===== src/rtl/lsu_pkg.sv =====
// Shared types for the lane-gather store unit.
// Assumes exactly four elements per structure and at most 4-byte elements.
package lsu_pkg;
    localparam int NUM_ELEMS = 4;

    typedef enum logic [1:0] {
        ST_IDLE = 2'd0,
        ST_BEAT = 2'd1,
        ST_DONE = 2'd2
    } seq_state_e;

    typedef struct packed {
        logic       undef;
        logic       illegal;
        logic [1:0] ebl;        // log2 of element bytes
        logic [2:0] lane;
        logic [1:0] stride;
        logic [3:0] align_mask; // required alignment minus one
    } lsu_dec_t;
endpackage


===== src/rtl/lsu_decode.sv =====
// Decodes size and lane field into lane, stride, alignment and error flags.
// Assumes combinational use on the live request inputs; undefined wins over illegal.
module lsu_decode
    import lsu_pkg::*;
#(
    parameter int NUM_VREGS = 32,
    parameter int VR_W      = $clog2(NUM_VREGS)
) (
    input  logic [1:0]      size_i,
    input  logic [3:0]      lane_fld_i,
    input  logic [VR_W-1:0] vreg_i,
    input  logic [3:0]      base_sel_i,
    output lsu_dec_t        dec_o
);
    localparam int LW = VR_W + 2;

    logic [LW-1:0] last_reg;

    // Split the lane field according to element size.
    always_comb begin
        dec_o            = '0;
        dec_o.ebl        = size_i;
        dec_o.stride     = 2'd1;
        case (size_i)
            2'd0: begin
                dec_o.lane = lane_fld_i[3:1];
                if (lane_fld_i[0]) dec_o.align_mask = 4'd3;
            end
            2'd1: begin
                dec_o.lane   = {1'b0, lane_fld_i[3:2]};
                dec_o.stride = lane_fld_i[1] ? 2'd2 : 2'd1;
                if (lane_fld_i[0]) dec_o.align_mask = 4'd7;
            end
            2'd2: begin
                dec_o.lane   = {2'b00, lane_fld_i[3]};
                dec_o.stride = lane_fld_i[2] ? 2'd2 : 2'd1;
                case (lane_fld_i[1:0])
                    2'd1:    dec_o.align_mask = 4'd7;
                    2'd2:    dec_o.align_mask = 4'd15;
                    2'd3:    dec_o.undef      = 1'b1;
                    default: dec_o.align_mask = 4'd0;
                endcase
            end
            default: dec_o.undef = 1'b1;
        endcase
        last_reg      = LW'(vreg_i) + LW'(dec_o.stride) * LW'(3);
        dec_o.illegal = !dec_o.undef &&
                        ((last_reg > LW'(NUM_VREGS - 1)) || (base_sel_i == 4'd15));
    end
endmodule


===== src/rtl/lsu_lane_pick.sv =====
// Extracts one lane element from a vector register word and forms byte enables.
// Assumes lane and size were decoded so the element lies inside the register.
module lsu_lane_pick #(
    parameter int VREG_W = 64,
    parameter int DATA_W = 32
) (
    input  logic [VREG_W-1:0]   vrf_data_i,
    input  logic [2:0]          lane_i,
    input  logic [1:0]          ebl_i,
    output logic [DATA_W-1:0]   wdata_o,
    output logic [DATA_W/8-1:0] be_o
);
    localparam int SH_W  = $clog2(VREG_W);
    localparam int NBYTE = DATA_W / 8;

    logic [SH_W-1:0]   sh_amt;
    logic [VREG_W-1:0] shifted;

    // Shift the chosen lane down and set enables for the element bytes.
    always_comb begin
        sh_amt  = SH_W'({lane_i, 3'b000}) << ebl_i;
        shifted = vrf_data_i >> sh_amt;
        case (ebl_i)
            2'd0:    be_o = NBYTE'(4'b0001);
            2'd1:    be_o = NBYTE'(4'b0011);
            default: be_o = NBYTE'(4'b1111);
        endcase
    end

    // Zero every byte lane the element does not use.
    for (genvar gi = 0; gi < NBYTE; gi++) begin : g_byte
        assign wdata_o[8*gi +: 8] = be_o[gi] ? shifted[8*gi +: 8] : 8'h00;
    end
endmodule


===== src/rtl/lsu_seq.sv =====
// Sequencer: accepts a start, screens it, runs four held write beats,
// then pulses done with flags and writeback. Assumes a same-cycle register read port.
module lsu_seq
    import lsu_pkg::*;
#(
    parameter int ADDR_W = 32,
    parameter int VR_W   = 5
) (
    input  logic              clk,
    input  logic              rst_n,
    input  logic              start_i,
    input  lsu_dec_t          dec_i,
    input  logic [VR_W-1:0]   vreg_i,
    input  logic [3:0]        base_sel_i,
    input  logic [3:0]        ofs_sel_i,
    input  logic [ADDR_W-1:0] base_val_i,
    input  logic [ADDR_W-1:0] ofs_val_i,
    input  logic              mem_rdy_i,
    output logic              busy_o,
    output logic              mem_req_o,
    output logic [ADDR_W-1:0] mem_addr_o,
    output logic [VR_W-1:0]   vrf_addr_o,
    output logic [1:0]        ebl_o,
    output logic [2:0]        lane_o,
    output logic              done_o,
    output logic              undef_o,
    output logic              illegal_o,
    output logic              align_fault_o,
    output logic              wb_en_o,
    output logic [3:0]        wb_reg_o,
    output logic [ADDR_W-1:0] wb_val_o
);
    localparam int BEAT_W = $clog2(NUM_ELEMS);
    localparam logic [BEAT_W-1:0] LAST_BEAT = BEAT_W'(NUM_ELEMS - 1);

    seq_state_e        st_q;
    logic [BEAT_W-1:0] beat_q;
    logic [ADDR_W-1:0] base_q, ofs_q;
    logic [VR_W-1:0]   vreg_q;
    logic [1:0]        stride_q, ebl_q;
    logic [2:0]        lane_q;
    logic [3:0]        bsel_q, osel_q;
    logic              undef_q, illegal_q, fault_q;
    logic              misalign, err_q;

    // Alignment screen on the unmodified base value.
    assign misalign = |(base_val_i[3:0] & dec_i.align_mask);

    // State, beat counter and request capture.
    always_ff @(posedge clk) begin
        if (!rst_n) begin
            st_q      <= ST_IDLE;
            beat_q    <= '0;
            base_q    <= '0;
            ofs_q     <= '0;
            vreg_q    <= '0;
            stride_q  <= 2'd1;
            ebl_q     <= '0;
            lane_q    <= '0;
            bsel_q    <= '0;
            osel_q    <= '0;
            undef_q   <= 1'b0;
            illegal_q <= 1'b0;
            fault_q   <= 1'b0;
        end else begin
            case (st_q)
                ST_IDLE: if (start_i) begin
                    base_q    <= base_val_i;
                    ofs_q     <= ofs_val_i;
                    vreg_q    <= vreg_i;
                    stride_q  <= dec_i.stride;
                    ebl_q     <= dec_i.ebl;
                    lane_q    <= dec_i.lane;
                    bsel_q    <= base_sel_i;
                    osel_q    <= ofs_sel_i;
                    undef_q   <= dec_i.undef;
                    illegal_q <= dec_i.illegal;
                    fault_q   <= !dec_i.undef && !dec_i.illegal && misalign;
                    beat_q    <= '0;
                    st_q      <= (dec_i.undef || dec_i.illegal || misalign) ? ST_DONE : ST_BEAT;
                end
                ST_BEAT: if (mem_rdy_i) begin
                    if (beat_q == LAST_BEAT) st_q <= ST_DONE;
                    else                     beat_q <= beat_q + 1'b1;
                end
                default: st_q <= ST_IDLE;
            endcase
        end
    end

    // Beat address, register select, completion and writeback outputs.
    always_comb begin
        err_q         = undef_q || illegal_q || fault_q;
        busy_o        = (st_q != ST_IDLE);
        mem_req_o     = (st_q == ST_BEAT);
        mem_addr_o    = base_q + (ADDR_W'(beat_q) << ebl_q);
        vrf_addr_o    = vreg_q + VR_W'(beat_q) * VR_W'(stride_q);
        ebl_o         = ebl_q;
        lane_o        = lane_q;
        done_o        = (st_q == ST_DONE);
        undef_o       = done_o && undef_q;
        illegal_o     = done_o && illegal_q;
        align_fault_o = done_o && fault_q;
        wb_en_o       = done_o && !err_q && (osel_q != 4'd15);
        wb_reg_o      = bsel_q;
        wb_val_o      = base_q + ((osel_q == 4'd13) ? (ADDR_W'(NUM_ELEMS) << ebl_q) : ofs_q);
    end

    // a stalled beat keeps its request and address.
    p_beat_hold_r9: assert property (@(posedge clk) disable iff (!rst_n)
        (mem_req_o && !mem_rdy_i) |=> (mem_req_o && $stable(mem_addr_o)));

    // consecutive beats step by one element size.
    p_addr_step_r6: assert property (@(posedge clk) disable iff (!rst_n)
        (mem_req_o && mem_rdy_i && beat_q != LAST_BEAT)
        |=> (mem_req_o && mem_addr_o == $past(mem_addr_o) + (ADDR_W'(1) << ebl_q)));

    // done lasts a single cycle and no beat follows it at once.
    p_done_pulse_r10: assert property (@(posedge clk) disable iff (!rst_n)
        done_o |=> (!done_o && !mem_req_o));

    // a rejected request never writes back.
    p_no_wb_on_error_r7: assert property (@(posedge clk) disable iff (!rst_n)
        (done_o && (undef_o || illegal_o || align_fault_o)) |-> !wb_en_o);
endmodule


===== src/rtl/lane_store_unit.sv =====
// Top of the lane-gather store unit: decoder, sequencer and lane extractor.
// Assumes the vector register file answers the read address in the same cycle.
module lane_store_unit
    import lsu_pkg::*;
#(
    parameter int ADDR_W    = 32,
    parameter int VREG_W    = 64,
    parameter int DATA_W    = 32,
    parameter int NUM_VREGS = 32,
    parameter int VR_W      = $clog2(NUM_VREGS),
    parameter int BE_W      = DATA_W / 8
) (
    input  logic              clk,
    input  logic              rst_n,
    input  logic              start_i,
    input  logic [1:0]        size_i,
    input  logic [3:0]        lane_fld_i,
    input  logic [VR_W-1:0]   vreg_i,
    input  logic [3:0]        base_sel_i,
    input  logic [3:0]        ofs_sel_i,
    input  logic [ADDR_W-1:0] base_val_i,
    input  logic [ADDR_W-1:0] ofs_val_i,
    output logic              busy_o,
    output logic [VR_W-1:0]   vrf_addr_o,
    input  logic [VREG_W-1:0] vrf_data_i,
    output logic              mem_req_o,
    output logic [ADDR_W-1:0] mem_addr_o,
    output logic [DATA_W-1:0] mem_wdata_o,
    output logic [BE_W-1:0]   mem_be_o,
    input  logic              mem_rdy_i,
    output logic              done_o,
    output logic              undef_o,
    output logic              illegal_o,
    output logic              align_fault_o,
    output logic              wb_en_o,
    output logic [3:0]        wb_reg_o,
    output logic [ADDR_W-1:0] wb_val_o
);
    lsu_dec_t   dec;
    logic [1:0] ebl;
    logic [2:0] lane;

    lsu_decode #(.NUM_VREGS(NUM_VREGS), .VR_W(VR_W)) u_decode (
        .size_i     (size_i),
        .lane_fld_i (lane_fld_i),
        .vreg_i     (vreg_i),
        .base_sel_i (base_sel_i),
        .dec_o      (dec)
    );

    lsu_seq #(.ADDR_W(ADDR_W), .VR_W(VR_W)) u_seq (
        .clk           (clk),
        .rst_n         (rst_n),
        .start_i       (start_i),
        .dec_i         (dec),
        .vreg_i        (vreg_i),
        .base_sel_i    (base_sel_i),
        .ofs_sel_i     (ofs_sel_i),
        .base_val_i    (base_val_i),
        .ofs_val_i     (ofs_val_i),
        .mem_rdy_i     (mem_rdy_i),
        .busy_o        (busy_o),
        .mem_req_o     (mem_req_o),
        .mem_addr_o    (mem_addr_o),
        .vrf_addr_o    (vrf_addr_o),
        .ebl_o         (ebl),
        .lane_o        (lane),
        .done_o        (done_o),
        .undef_o       (undef_o),
        .illegal_o     (illegal_o),
        .align_fault_o (align_fault_o),
        .wb_en_o       (wb_en_o),
        .wb_reg_o      (wb_reg_o),
        .wb_val_o      (wb_val_o)
    );

    lsu_lane_pick #(.VREG_W(VREG_W), .DATA_W(DATA_W)) u_pick (
        .vrf_data_i (vrf_data_i),
        .lane_i     (lane),
        .ebl_i      (ebl),
        .wdata_o    (mem_wdata_o),
        .be_o       (mem_be_o)
    );

    // byte enables on a beat agree with the latched element size.
    p_be_size_r6: assert property (@(posedge clk) disable iff (!rst_n)
        mem_req_o |-> ($countones(mem_be_o) == (1 << ebl) && mem_be_o[0]));
endmodule


===== config.mk =====
export PLATFORM = sky130hd
export DESIGN_NAME = lane_store_unit
export DESIGN_NICKNAME = d
export VERILOG_FILES = /design/src/rtl/lsu_pkg.sv /design/src/rtl/lsu_decode.sv /design/src/rtl/lsu_lane_pick.sv /design/src/rtl/lsu_seq.sv /design/src/rtl/lane_store_unit.sv
export SDC_FILE = /design/constraint.sdc
export NUM_CORES = 1
export LEC_CHECK = 0
export ABC_AREA = 1
export BUFFER_PORTS_ARGS = -buffer_cell sky130_fd_sc_hd__buf_2
export CAP_MARGIN = 20
export CORE_UTILIZATION = 58
export DETAILED_ROUTE_END_ITERATION = 6
export PLACE_DENSITY = 0.88
export SYNTH_ARGS = -nofsm -noshare
export SYNTH_HDL_FRONTEND = slang
export SYNTH_HIERARCHICAL = 1
export SYNTH_SLANG_ARGS = --single-unit

===== constraint.sdc =====
create_clock -name clk -period 4.69 [get_ports clk]
set_input_delay 0.938 -clock clk [delete_from_list [all_inputs] [get_ports clk]]
set_output_delay 0.938 -clock clk [all_outputs]
set_load 0.02 [all_outputs]

## After elaboration in Yosys (flattened, before gate mapping)

Index checks and enable logic that the tools add are counted.
W data, S select, Z words.

| storage, ports and cells | value |
|---|---|
| register bits after elaboration | 91 |
| logic and storage cells | 93 |

| operators by class | value |
|---|---|
| shift operators | 4 |
| $lt $le $gt $ge | 1 |
| eq/ne operators | 16 |
| multipliers | 2 |
| bitwise gates (word level) | 1 |
| add/sub/neg operators | 5 |
| reductions and logical operators | 26 |
| multiplexer cells | 25 |

Operators with widths:

| operator | number |
|---|---|
| $add A32 B32 Y32 | 2 |
| $shr A64 B6 Y32 | 1 |
| $mux W32 | 1 |
| $mux W8 | 4 |
| $shl A2 B2 Y32 | 1 |
| $shl A3 B2 Y32 const A | 1 |
| $mux W2 | 10 |
| $pmux W4 S2 | 2 |
| $pmux W2 S2 | 3 |
| $pmux W4 S3 | 1 |
| $eq A2 B2 Y1 const B | 5 |
| $pmux W3 S3 | 1 |
| $eq A2 B1 Y1 const B | 4 |
| $eq A4 B4 Y1 const B | 2 |
| $logic_and A1 B1 Y1 | 8 |
| $gt A7 B5 Y1 const B | 1 |
| $add A5 B4 Y6 | 1 |
| $logic_not A2 Y1 | 3 |
| $shl A6 B2 Y6 | 1 |
| $add A5 B4 Y5 | 1 |
| $logic_or A1 B1 Y1 | 5 |
| $and A4 B4 Y4 | 1 |
| $mul A2 B2 Y4 | 1 |
| $mul A2 B2 Y4 const B | 1 |
| 14 further kinds | 19 |

## Depth between registers and ports, before layout

Gate-level depths: netlist (run 1).

| depth | value |
|---|---|
| word-level depth | 12 |
| mapped depth | 20 |
| depth with buffers taken out | 20 |

## By module

The synthesis (run 1) kept the hierarchy.

By module, submodules not included:

| module | area each (µm²) | times used | cells each |
|---|---|---|---|
| lsu_seq | 7,056.8 | 1 | 1,163 |
| lsu_lane_pick | 1,878.1 | 1 | 426 |
| lsu_decode | 382.9 | 1 | 68 |

## Worst setup path after synthesis (run 1)

OpenSTA, ideal clock, no wires.

| path | value |
|---|---|
| path type | reg-to-output |
| start | reg u_seq.osel_q[0] |
| end | out wb_val_o[12] |
| data arrival time | 2,412 ps |
| setup slack | 1,340 ps |
| stages on the path, launching flop included | 16 |
| cells stage by stage | dfxtp_1 inv_1 nor2_1 nand2_2 clkinv_1 buf_2 nor2_1 ha_1 fa_1 nand3_1 nand3_1 nand2_1 nand2_1 nand2_1 nand2_1 xor2_1 |

| on the way | value |
|---|---|
| word-level cells in the longest chain between the ends | 3 |

RTL lines:

| what | RTL line | RTL |
|---|---|---|
| start: declaration | lsu_seq.sv:42 | `logic [3:0] bsel_q, osel_q;` |
| start signal: assignment | lsu_seq.sv:75 | `osel_q <= ofs_sel_i;` |
| $eq A4 B4 Y1 | lsu_seq.sv:106 | `wb_val_o = base_q + ((osel_q == 4'd13) ? (ADDR_W'(NUM_ELEMS) << ebl_q) : ofs_q);` |
| $mux W32 | lsu_seq.sv:106 |  |
| $add A32 B32 Y32 | lsu_seq.sv:106 |  |
| end: declaration | lane_store_unit.sv:37 | `output logic [ADDR_W-1:0] wb_val_o` |

No other way between the ends.

## Final worst setup path (run 1)

| path | value |
|---|---|
| start | reg u_seq.osel_q[2] |
| end | out wb_val_o[30] |

Same word-level chain as after synthesis.

==> flow_metrics.env, run 1 <==
export IMPL_stdcell_count=2092
export IMPL_die_area_sq_mm=0.01658
export IMPL_worstPathRequired_ns=3.75
export IMPL_postSynthAreaPerCell_sq_um=5.623
export IMPL_cpPeakStageDelay_ns=0.49
export IMPL_p_switching_w=0.002081
export IMPL_p_leak_nw=6.380
export IMPL_timing_rr_start="u_seq/st_q[0]"
export IMPL_ys_ff_latch=91
export IMPL_finalSetupTns_ns=0
export IMPL_fmax_mhz=239.1
export IMPL_cpMaxStageDelayCell="clkinvlp_4"
export IMPL_power_w=0.004097
export IMPL_slew_viol_final=0
export IMPL_post_route_period_util=0.8919
export IMPL_ctsResizeCount=0
export IMPL_cts_htree_levels=3
export IMPL_cts_root_buf="clkbuf_16"
export IMPL_drt_iter0_markers=1152
export IMPL_cp_startpoint="u_seq/osel_q[2]"
export IMPL_die_h_um=128.7
export IMPL_grt_max_degree=88
export IMPL_post_cts_buffers=0
export IMPL_drive_gt1_frac=0.1723
export IMPL_port_buffers=265
export IMPL_switching_share=0.5080
export IMPL_clkPwrFrac=0.183
export IMPL_clock_sinks=91
export IMPL_synthArstFlopShare=0
export IMPL_post_synth_top_area_cell="nand2_1"
export IMPL_maxCapViolations=0
export IMPL_r2r_end="u_seq/base_q[17]"
export IMPL_num_vias=11330
export IMPL_synth_area_leaders="nand2_1, dfxtp_1, inv_1, nor2_1, nand3_1"
export IMPL_wl_per_cell_um=14.88
export IMPL_synthTopCellsByCount="nand2_1, inv_1, nor2_1"
export IMPL_critPathMaxFanout=27
export IMPL_cpMostUsedCell="nand2_1"
export IMPL_crit_end="wb_val_o[30]"
export IMPL_ys_seq_area_frac=0.1955
export IMPL_dr_pass1_iters=5
export IMPL_hpwl_um=24200
export IMPL_vdd_ir_drop_max_mv=0.2936
export IMPL_cts_tree="done"
export IMPL_hold_viol=0
export IMPL_path_cells="nand2_1 -> inv_1 -> nand2_2 -> clkinvlp_4 -> nor2_1 -> ha_1 -> fa_1 -> nand3_1 -> nand3_1 -> nand2_1 -> nand2_1 -> nand2_1 -> nand2_1 -> nand2_1 -> nand2_1 -> nand2_1 -> nand2_1 -> buf_2"
export IMPL_path_clk_slew_ns=0.08
export IMPL_status="finished clean"
export IMPL_numCtsBuffers=9
export IMPL_final_setup_viol_count=0
export IMPL_synth_cells=1657
export IMPL_fp_dieW_um=128.7
export IMPL_crit_type="register to output port"
export IMPL_antenna_found_initial=1
export IMPL_grt_pass1_vias=9815
export IMPL_synth_edf_count=0
export IMPL_hp_class="register to register"
export IMPL_clk_insertion_delay_late_ns=0.36
export IMPL_drc=0
export IMPL_power_per_cell_area_mw_per_mm2=376.3
export IMPL_fillers=1506
export IMPL_finClkSkew_ns=0.008859
export IMPL_p_int_w=0.002015
export IMPL_hold_buffers=0
export IMPL_viasPerCell=5.418
export IMPL_netlist_cell_type_count=45
export IMPL_nNetsFinal=2083
export IMPL_synth_flop_cell="dfxtp_1"
export IMPL_whs_ns=0.4604
export IMPL_slew_headroom=0.2988
export IMPL_tightest_slew_ns=1.049
export IMPL_rows=45
export IMPL_pwr_share_seq=0.255
export IMPL_min_period_ns=4.183
export IMPL_synth_nets=1865
export IMPL_syn_area_sq_mm=0.009318
export IMPL_grt_use_total=0.3669
export IMPL_yosysMostFrequentCell="nand2_1"
export IMPL_numPlacedInstances=2075
export IMPL_grt_pass1_wl_um=47960
export IMPL_syn_to_final_growth_pct=16.84
export IMPL_reg2reg_depth=7
export IMPL_ys_warnings_count=6
export IMPL_rsz0062_at_grt="false"
export IMPL_final_antenna_net_count=0
export IMPL_crit_path_start_kind="register"
export IMPL_wl_um=31130
export IMPL_overflow=0
export IMPL_gp_congestion=0.9384
export IMPL_reg2reg_setup_slack_ns=2.28
export IMPL_critPathArrivalTime_ns=3.24
export IMPL_max_clock_path_buffers=2
export IMPL_critPathCaptureType="output port"
export IMPL_core_sq_mm=0.01543
export IMPL_start_util=0.6040
export IMPL_synth_top_area_share=0.2046
export IMPL_io_pins=267
export IMPL_p_comb_frac=0.561
==> metal layers <==
layer / track usage / routed length, um
met1: 0.4898 / 13070
met2: 0.5787 / 13790
met3: 0.06237 / 3101
met4: 0.1675 / 1161
met5: 0 / 0
==> metrics by stage <==
stage	cell area [sq um]	utilization	worst slack [ns]
finish	10890	0.7057	0.5070
global route	10890	0.7057	0.1379
CTS	10880	0.7053	0.2522
detailed placement	10580	0.6857	0.6456
global placement	10580	0.6857	0.7512
floorplan	9318	-	1.340
==> registers in the layout, indices dropped and copies added (netlist names), 3 cells and up <==
| signal | cells |
|---|---|
| u_seq/base_q | 32 |
| u_seq/ofs_q | 32 |
| u_seq/osel_q | 4 |
| u_seq/lane_o | 3 |
| u_seq/vreg_q | 5 |
| u_seq/wb_reg_o | 4 |
==> cells in the final DEF, fill, tap and decap left out, types with 2 or more instances in the layout <==
cell and n:
nand2_1 508, buf_2 265, inv_1 243, nor2_1 206, nand3_1 153, o21ai_0 100
a21oi_1 98, dfxtp_1 91, ha_1 52, xor2_1 33, nand4_1 17, nor3_1 14
o21ai_1 12, clkbuf_16 9, buf_4 9, nand2_2 9, xnor2_1 7, fa_1 5
inv_2 5, nor2_4 4, nand3b_1 4, inv_8 3, inv_6 2, nor2_2 2
clkinv_1 2, o31ai_1 2, a21oi_4 2, o21ai_4 2, a31oi_1 2
==> power groups by stage <==
stage | logic, W | clock network [W] | registers [W]
after floorplan | 0.00166 | 0 | 0.00101
after global placement | 0.00223 | 0 | 0.00105
after detailed placement | 0.00226 | 0 | 0.00106
after CTS | 0.00227 | 0.000753 | 0.00104
after global routing | 0.00252 | 0.000787 | 0.00106
final | 0.00230 | 0.000750 | 0.00105
==> worst max-delay path: cells and delay by family (launching register included) <==
family | cells | cell delay, ns
AND/OR/NAND/NOR | 13 | 1.36
flip-flops | 1 | 0.31
buffers and inverters | 3 | 0.70
adder cells (fa/ha/maj) | 2 | 0.50
==> worst min-delay path by stage <==
stage               startpoint               to  cells after the start
2_1_floorplan  u_seq/ofs_q[10]  u_seq/ofs_q[10]                      2
3_3_place_gp   u_seq/ofs_q[25]  u_seq/ofs_q[25]                      2
3_5_place_dp   u_seq/ofs_q[17]  u_seq/ofs_q[17]                      2
4_1_cts        u_seq/ofs_q[19]  u_seq/ofs_q[19]                      2
5_1_grt        u_seq/ofs_q[28]  u_seq/ofs_q[28]                      2
6_report       u_seq/ofs_q[28]  u_seq/ofs_q[28]                      2
==> area by class of cell <==
cell class,count,area (sq um),share of cell area
Clock buffer,9,225.2,0.02069
Antenna cell,1,2.502,0.0002299
Inverter,252,952.2,0.08746
Sequential cell,91,1822,0.1673
Multi-Input combinational cell,1247,6151,0.5650
Timing Repair Buffer,274,1394,0.1280
Tap cell,211,264.0,0.02425
Clock inverter,7,76.32,0.007011
==> cells by family (layout without fill, tap and decap cells) <==
logic type               Yosys count  in the layout  share of synthesized area
XOR/XNOR                          40             40                    0.03760
buffers and inverters            319            542                     0.1444
AND/OR/NAND/NOR                  925            925                     0.4128
AO/OA/AOI/OAI                    224            224                     0.1288
flip-flops                        91             91                     0.1955
adder cells (fa/ha/maj)           57             57                    0.08057
other                              1              2                  0.0004025
Power figures use the tool's default switching activity.
==> inputs of run 2 (changes only) <==
--- a/config.mk
+++ b/config.mk
@@ -7,10 +7,10 @@
 export LEC_CHECK = 0
 export ABC_AREA = 1
 export BUFFER_PORTS_ARGS = -buffer_cell sky130_fd_sc_hd__buf_2
-export CAP_MARGIN = 20
-export CORE_UTILIZATION = 58
+export CORE_UTILIZATION = 54
 export DETAILED_ROUTE_END_ITERATION = 6
-export PLACE_DENSITY = 0.88
+export HOLD_SLACK_MARGIN = 0.02
+export PLACE_DENSITY = 0.83
 export SYNTH_ARGS = -nofsm -noshare
 export SYNTH_HDL_FRONTEND = slang
 export SYNTH_HIERARCHICAL = 1
==> constraint.sdc (replaced) <==
create_clock -name clk -period 4.5 [get_ports clk]
set_input_delay 0.9 -clock clk [delete_from_list [all_inputs] [get_ports clk]]
set_output_delay 0.9 -clock clk [all_outputs]
set_load 0.02 [all_outputs]
==> flow_metrics.env, run 2 (synthesis gave the netlist of run 1 again) <==
export IMPL_grt_pass1_vias=9725
export IMPL_wl_um=31140
export IMPL_hpwl_um=24570
export IMPL_cts_root_buf="clkbuf_16"
export IMPL_final_antenna_net_count=0
export IMPL_path_clk_slew_ns=0.07
export IMPL_hold_viol=0
export IMPL_numCtsBuffers=9
export IMPL_cts_tree="done"
export IMPL_p_leak_nw=6.409
export IMPL_vdd_ir_drop_max_mv=0.2563
export IMPL_crit_path_start_kind="register"
export IMPL_syn_to_final_growth_pct=17.44
export IMPL_fp_dieW_um=133.4
export IMPL_overflow=0
export IMPL_finClkSkew_ns=0.01118
export IMPL_hp_class="register to register"
export IMPL_cpMostUsedCell="nand2_1"
export IMPL_critPathMaxFanout=14
export IMPL_grt_pass1_wl_um=48400
export IMPL_fmax_mhz=239.5
export IMPL_critPathBufInv=2
export IMPL_clock_sinks=91
export IMPL_die_area_sq_mm=0.01778
export IMPL_drc=0
export IMPL_rows=47
export IMPL_dr_pass1_iters=5
export IMPL_gp_congestion=0.9532
export IMPL_cpMaxStageDelayCell="dfxtp_1"
export IMPL_final_setup_viol_count=0
export IMPL_tightest_slew_ns=0.9595
export IMPL_rsz0062_at_grt="false"
export IMPL_worstPathRequired_ns=3.60
export IMPL_cts_htree_levels=3
export IMPL_critPathCaptureType="output port"
export IMPL_crit_family="simple AND/OR/NAND/NOR gates"
export IMPL_post_route_period_util=0.9277
export IMPL_ctsResizeCount=0
export IMPL_maxCapViolations=0
export IMPL_grt_max_degree=85
export IMPL_path_cells="inv_1 -> o31ai_1 -> ha_1 -> nand2_1 -> nand2_1 -> a21oi_1 -> nand2_1 -> nand2_1 -> nand2_1 -> nand2_1 -> nand3_1 -> nand2_1 -> buf_2"
export IMPL_num_vias=11120
export IMPL_final_cell_area_sq_mm=0.01094
export IMPL_final_cell_mix="nand2_1, buf_2, inv_1, nor2_1, nand3_1"
export IMPL_reg2reg_setup_slack_ns=2.13
export IMPL_port_buffers=265
export IMPL_antenna_found_initial=1
export IMPL_min_period_ns=4.175
export IMPL_crit_type="register to output port"
export IMPL_wl_per_cell_um=14.79
export IMPL_placedInstanceArea_sq_mm=0.01062
export IMPL_numPlacedInstances=2088
export IMPL_power_per_cell_area_mw_per_mm2=394.3
export IMPL_hold_buffers=0
export IMPL_start_util=0.5579
export IMPL_viasPerCell=5.280
export IMPL_max_clock_path_buffers=2
export IMPL_post_cts_buffers=0
export IMPL_clk_insertion_delay_late_ns=0.36
export IMPL_slew_viol_final=0
export IMPL_grt_use_total=0.3399
export IMPL_slew_headroom=0.3585
export IMPL_stdcell_count=2106
export IMPL_drive_gt1_frac=0.1736
export IMPL_cpPeakStageDelay_ns=0.70
export IMPL_top_regs="u_seq/base_q (32), u_seq/ofs_q (32), u_seq/vreg_q (5)"
export IMPL_io_pins=267
export IMPL_finalSetupTns_ns=0
export IMPL_die_h_um=133.4
export IMPL_critPathArrivalTime_ns=3.27
export IMPL_drt_iter0_markers=958
export IMPL_layout_cells_most_common="nand2_1"
export IMPL_core_sq_mm=0.01670
export IMPL_status="finished clean"
export IMPL_nNetsFinal=2087
[run 2: changes by cell type in the layout (fill, tap and decap cells not counted)]
cell / delta
bufinv_16: +1
inv_8: -2
clkinvlp_4: -1
inv_6: +1
buf_4: +4
clkinv_1: +1
diode_2: +1
[run 2: worst min-delay path, delay by kind of cell, from the launching register on]
| family | cells | cell delay (ns) |
|---|---|---|
| AOI/OAI and AO/OA | 1 | 0.06 |
| buffers and inverters | 1 | 0.06 |
| DFF | 1 | 0.30 |
[run 2: area by class of cell]
class,count,area (sq um)
clock buffer,9,225.2
clock inverter,7,92.59
antenna,2,5.005
inverter,252,948.4
sequential,91,1822
timing repair buffer,278,1424
fill,1634,5758
tap,220,275.3
multi-input combinational,1247,6151
[run 2: path summary, 6_finish.rpt]
check	from	to	cells after the start
max	u_seq/ebl_o[1]	wb_val_o[23]	13
min	u_seq/ofs_q[25]	u_seq/ofs_q[25]	2
max reg2reg	u_seq/st_q[0]	u_seq/base_q[9]	7
min reg2reg	u_seq/ofs_q[25]	u_seq/ofs_q[25]	2
[run 2: through the flow]
step,setup WS [ns],power [W],utilization,hold slack [ns]
after floorplan,1.188,0.002785,-,0.4300
after global placement,0.8766,0.003460,0.6359,0.4404
after detailed placement,0.8459,0.003474,0.6359,0.4448
after CTS,0.4484,0.004298,0.6549,0.4550
after global routing,0.2070,0.004606,0.6551,0.4703
final,0.3254,0.004314,0.6552,0.4567
[run 2: where the power goes]
group	internal [W]	switching, W
Clock	0.000447	0.000372
Combinational	0.000769	0.00163
Sequential	0.000944	0.000150
Total	0.00216	0.00216
[run 2: metal layers]
metal  wire length (um)  GRT usage  vias to the layer above
li1                   -          -                     5628
met1              13390     0.4538                     4909
met2              14100     0.5532                      528
met3               2789    0.06088                       54
met4                865     0.1086                        0
met5                  0          0                        -
